--- config.mk ---
export PLATFORM = sky130hd
export DESIGN_NAME = sclk_burst_gen
export DESIGN_NICKNAME = d
export VERILOG_FILES = /design/src/rtl/sclk_burst_gen.sv
export SDC_FILE = /design/constraint.sdc
export NUM_CORES = 1
export LEC_CHECK = 0
export ABC_AREA = 1
export ABC_CLOCK_PERIOD_IN_PS = 1160
export BUFFER_PORTS_ARGS = -buffer_cell sky130_fd_sc_hd__buf_2
export CAP_MARGIN = 20
export CORE_MARGIN = 2
export CORE_UTILIZATION = 42
export DETAILED_ROUTE_END_ITERATION = 8
export GPL_TIMING_DRIVEN = 0
export MAX_ROUTING_LAYER = met4
export PLACE_DENSITY = 0.65
export SLEW_MARGIN = 20
export SYNTH_ARGS = -nofsm -noshare
export SYNTH_HDL_FRONTEND = slang
export SYNTH_SLANG_ARGS = --single-unit
--- constraint.sdc ---
create_clock -name clk -period 1.16 [get_ports clk]
set_input_delay 0.058 -clock clk [delete_from_list [all_inputs] [get_ports clk]]
set_output_delay 0.058 -clock clk [all_outputs]
set_load 0.005 [all_outputs]
--- src/rtl/sclk_burst_gen.sv ---
module sclk_burst_gen #(
  parameter int NUM_BITS = 8,
  parameter int SEL_W    = 2
) (
  input  logic             clk,
  input  logic             rst_n,
  input  logic [SEL_W-1:0] div_sel,
  input  logic             trig,
  output logic             sclk_o,
  output logic             sclk_oe,
  output logic             busy,
  output logic             launch_stb,
  output logic             sample_stb
);
  localparam int PH_W  = (1 << SEL_W) - 1;
  localparam int CNT_W = (NUM_BITS > 1) ? $clog2(NUM_BITS) : 1;
  localparam logic [CNT_W-1:0] LAST_EDGE = CNT_W'(NUM_BITS - 1);

  logic [SEL_W-1:0] sel_q;
  logic [PH_W-1:0]  phase;
  logic [CNT_W-1:0] edges;
  logic [PH_W-1:0]  half_last;
  logic             half_done;

  assign half_last = PH_W'((32'd1 << sel_q) - 32'd1);
  assign half_done = (phase == half_last);

  always_ff @(posedge clk or negedge rst_n) begin
    if (!rst_n) begin
      sclk_o     <= 1'b1;
      sclk_oe    <= 1'b0;
      busy       <= 1'b0;
      launch_stb <= 1'b0;
      sample_stb <= 1'b0;
      sel_q      <= '0;
      phase      <= '0;
      edges      <= '0;
    end else begin
      sclk_oe    <= 1'b1;
      launch_stb <= 1'b0;
      sample_stb <= 1'b0;
      if (!busy) begin
        if (trig) begin
          busy       <= 1'b1;
          sel_q      <= div_sel;
          sclk_o     <= 1'b0;
          launch_stb <= 1'b1;
          phase      <= '0;
          edges      <= '0;
        end
      end else if (half_done) begin
        phase  <= '0;
        sclk_o <= ~sclk_o;
        if (sclk_o) begin
          launch_stb <= 1'b1;
        end else begin
          sample_stb <= 1'b1;
          edges      <= edges + 1'b1;
          if (edges == LAST_EDGE) busy <= 1'b0;
        end
      end else begin
        phase <= phase + 1'b1;
      end
    end
  end
endmodule


# Word-level counts from Yosys, hierarchy flattened
# Index checks and enable logic that the tools add are counted.
[totals]
input_bits = 5
register_bits = 13
output_inout_bits = 5
elab_cells = 42
[classes]
reduce_logical = 4
n_eq_ne = 4
mux = 20
bitwise_logic = 2
shift = 1
addsub = 3
[ops]
columns = ["operator", "count"]
rows = [
  ["3-bit two-way mux", 6],
  ["1-bit two-way mux", 14],
  ["3-bit by 1-bit adder with 3-bit output, second input constant", 2],
  ["2-bit AND reduction", 2],
  ["3-bit == test", 1],
  ["3-bit == test, second input constant", 1],
  ["3-bit AND reduction", 1],
  ["1-bit by 2-bit left shift with 3-bit output, first input constant", 1],
  ["3-bit by 1-bit subtractor with 3-bit output, second input constant", 1],
  ["2-bit by 1-bit inequality test with 1-bit output, second input constant", 1],
  ["2-bit inequality test, second input constant", 1],
  ["1-bit inverter", 2],
  ["2-bit nonzero test", 1],
]

# Depth between registers and ports, before layout
[logic_depth]
word_depth = 5
ltp_mapped = 8
ltp_nobuf = 8

# Least setup slack after synthesis
# No wires, ideal clock.
[synth_timing]
kind = "reg-to-reg"
from = "register sel_q[1]"
to = "register busy"
synth_period_minus_slack_ns = 1.154
path_stages_with_launch = 5
setup_time_ns = 0.125
path_buffers = 0
required_ns = 1.035
path_slack_ns = 0.006
arrival_ns = 1.028
path_cell_list = "dfrtp_1 > xnor2_1 > nand4_2 > nor2_1 > nor2_1"
[synth_between]
elab_chain_len = 5
[synth_rtl]
columns = ["element", "line", "text"]
rows = [
  ["start, declared", "19", "logic [SEL_W-1:0] sel_q;"],
  ["start signal, assigned", "45", "sel_q <= div_sel;"],
  ["1-bit by 2-bit left shift with 3-bit output", "25", "assign half_last = PH_W'((32'd1 << sel_q) - 32'd1);"],
  ["3-bit by 1-bit subtractor with 3-bit output", "25", ""],
  ["3-bit == test", "26", "assign half_done = (phase == half_last);"],
  ["1-bit two-way mux", "51", "end else if (half_done) begin"],
  ["1-bit two-way mux", "42", "if (!busy) begin"],
  ["end signal, assigned", "32", "busy <= 1'b0;"],
  ["end signal, assigned", "44", "busy <= 1'b1;"],
  ["end signal, assigned", "59", "if (edges == LAST_EDGE) busy <= 1'b0;"],
  ["end, declared", "11", "output logic busy,"],
]
# No other way between the ends.
# A chain may end at the register's enable or synchronous reset.

# Worst setup path after layout
[layout_timing]
from = "register sel_q[1]"
to = "register phase[0]"
[layout_between]
elab_chain_len = 5
[layout_rtl]
columns = ["element", "line", "text"]
rows = [
  ["1-bit by 2-bit left shift with 3-bit output", "25", ""],
  ["3-bit by 1-bit subtractor with 3-bit output", "25", ""],
  ["3-bit == test", "26", ""],
  ["3-bit two-way mux", "51", ""],
  ["3-bit two-way mux", "42", ""],
  ["end signal, assigned", "62", "phase <= phase + 1'b1;"],
  ["end, declared", "20", "logic [PH_W-1:0] phase;"],
]
# No other way between the ends.

==> qor.yml <==
status: "finished, violations left"
violations: "setup timing"
placed_area_um2: 666
ant_nets: 0
p_switching_uw: 839
fin_util_pct: 58.7
cts_tree: "yes"
intPower_mw: 1.25
power_density_nw_per_um2: 2700
max_freq_ghz: 0.824
cts_buffers: 3
die_x_um: 41.9
syn_avg_cell_area_um2: 9.12
endpoint_kind: "flop"
r2r_start: "sel_q[1]$_DFFE_PN0P_"
synth_area_um2: 602
yosys.area.top_type_share_pct: 49.9
synth-seq-cells: 13
grt_pass1_vias: 441
pre_cts_ws_ns: -0.138
wl_um: 1110
ys_warn_count: 0
dieArea_um2: 1750
r2r-end: "phase[0]$_DFFE_PN0P_"
rr_worst_depth: 5
die_h_um: 41.9
synth_area_leaders: "dfrtp_1 (50%), nand2_1 (12%), ha_1 (6.2%)"
pin_count: 10
cp-start-kind: "flop"
start_util_pct: 45.7
ctsHtreeMaxLevel: 1
overflow: 0
layout-drive-gt1-share_pct: 34.9
drt_iter0_drc: 9
rows: 13
yosysUniqueCellTypes: 14
drv_slew: 0
root_buffer: "clkbuf_4"
arrival_ns: 1.42
drc: 0
cts_sinks: 13
nFillCells: 125
grt_pass1_wl_um: 1900
syn_nets: 74
first_pass_iters: 3
hold_viol_final: 0
dp_hpwl_um: 739
crit_fanout: 6
place.gp.congestion: 0.754
viasPerCell: 4.85
finalWorstSetupSlack_ns: -0.0540
ir_drop_mv: 1.07
swShare_pct: 40.2
fin_crit_sh_pct: 105
synth_cells: 66
leakage_nw: 0.407
r2r_slack_ns: -0.05
crit_type: "flop to flop"
skew_ns: 0.00664
via_count: 475
period_needed_ns: 1.21
clkPwrFrac_pct: 13.4
setup-tns-final_ns: -0.210
clock_path_buffers: 2
worst_hold_path_type: "input port to flop"
total_power_mw: 2.09
power_frac_comb_pct: 45.4
holdPathStages: 2
n_antenna_cell: 0
insertion_delay_ns: 0.28
max_cap_violations: 0
wl_per_cell_um: 11.4
area_growth_pct: 28.5
holdCritStartpoint: "div_sel[1]"
clk_pin_slew_ns: 0.08
nNetsFinal: 92
io_buffers: 9
sequentialPowerShare_pct: 41.2
synth_area_leader_cell: "dfrtp_1"
coreArea_um2: 1320
synth_seq_area_share_pct: 54.3
grt_max_degree: 14
stdcell_area_um2: 773
grt_use_total_pct: 15.2
antenna_found_initial: 0
hold_path_end: "sel_q[1]$_DFFE_PN0P_"
critPathRequiredTime_ns: 1.36
rsz0062_at_grt: "yes"
setup_viol: 7
## Yosys cell counts, drive strengths merged
| library cell | count |
|---|---|
| mux2 | 2 |
| conb | 1 |
| ha | 3 |
| dfrtp | 12 |
| dfstp | 1 |
| xnor2 | 2 |
| nand2 | 20 |
| o21ai | 4 |
| nand4 | 2 |
| nand3 | 7 |
| inv | 6 |
| nor2 | 6 |
## power groups by stage
stage / clock network (mW) / registers (mW) / logic, mW
after floorplan: 0 / 0.792 / 0.560
final: 0.279 / 0.861 / 0.948
after global placement: 0 / 0.812 / 0.697
after detailed placement: 0 / 0.826 / 0.707
after global routing: 0.312 / 0.893 / 1.08
after CTS: 0.290 / 0.852 / 0.879
## cell usage in the layout, fill, tap and decap left out, drive strengths merged
master and n:
buf 12, clkbuf 4, conb 1, dfrtp 12
dfstp 1, dlygate4sd3 1, ha 3, inv 6
mux2 2, nand2 20, nand3 7, nand4 2
nor2 6, o21ai 4, xnor2 2
## repair_timing
item | 4_1_cts | 5_1_grt
setup buffers | 1 | 2
hold buffers | 1 | 0
resized for setup | 9 | 5
hold endpoints to repair | 13 | 0
pin swaps | 4 | 2
endpoints found under the setup margin | 10 | 11
## sequential cells by signal (all words and copies together), names as in the netlist
| signal | cells |
|---|---|
| edges | 3 |
| phase | 3 |
| sel_q | 2 |
| busy | 1 |
| launch_stb | 1 |
| sample_stb | 1 |
| sclk_o | 1 |
| sclk_oe | 1 |
## cell families after synthesis
logic type               count (synthesis)  share of synthesized area [%]
multiplexers                             2                           3.74
XOR/XNOR                                 2                           2.91
flip-flops                              13                           54.3
other                                    1                          0.623
AND/OR/NAND/NOR                         35                           25.2
adder cells (fa/ha/maj)                  3                           6.24
buffers and inverters                    6                           3.74
AO/OA/AOI/OAI                            4                           3.33
## through the flow
stage | std cells | hold WS [ns]
after CTS | 96 | 0.00600
after global placement | 90 | -0.0399
after global routing | 98 | 0.00425
final | 98 | 0.00767
after floorplan | 66 | -0.238
after detailed placement | 90 | -0.0383
## metal layers
metal,track usage [%],vias to the layer above,part of all wire [%]
met5,-,-,0
met4,3.87,0,0.54
met3,7.83,2,4.1
met2,23.8,6,50
met1,17.2,222,45
li1,-,245,-
## cell type report
cell class	instances	area, um2	area share, %
timing repair buffer	13	77.6	10.0
tap	15	18.8	2.43
sequential	13	329	42.6
inverter	6	22.5	2.91
multi-input combinational	47	299	38.7
clock buffer	4	26.3	3.40
## worst max-delay path by stage
stage	start	end	slack (ns)
finish	sel_q[1]$_DFFE_PN0P_	phase[0]$_DFFE_PN0P_	-0.05
detailed placement	sel_q[1]$_DFFE_PN0P_	busy$_DFF_PN0_	-0.14
CTS	sel_q[1]$_DFFE_PN0P_	phase[0]$_DFFE_PN0P_	-0.02
floorplan	sel_q[1]$_DFFE_PN0P_	busy$_DFF_PN0_	0.006
global route	sel_q[1]$_DFFE_PN0P_	phase[2]$_DFFE_PN0P_	-0.14
global placement	sel_q[1]$_DFFE_PN0P_	busy$_DFF_PN0_	-0.1
## critical path: stages (launching register included)
cell,delay (ns)
dfrtp_2,0.49
o21ai_2,0.18
nand2_2,0.11
nand3_1,0.15
nand2_1,0.08
o21ai_0,0.14
Power figures use the tool's default switching activity.
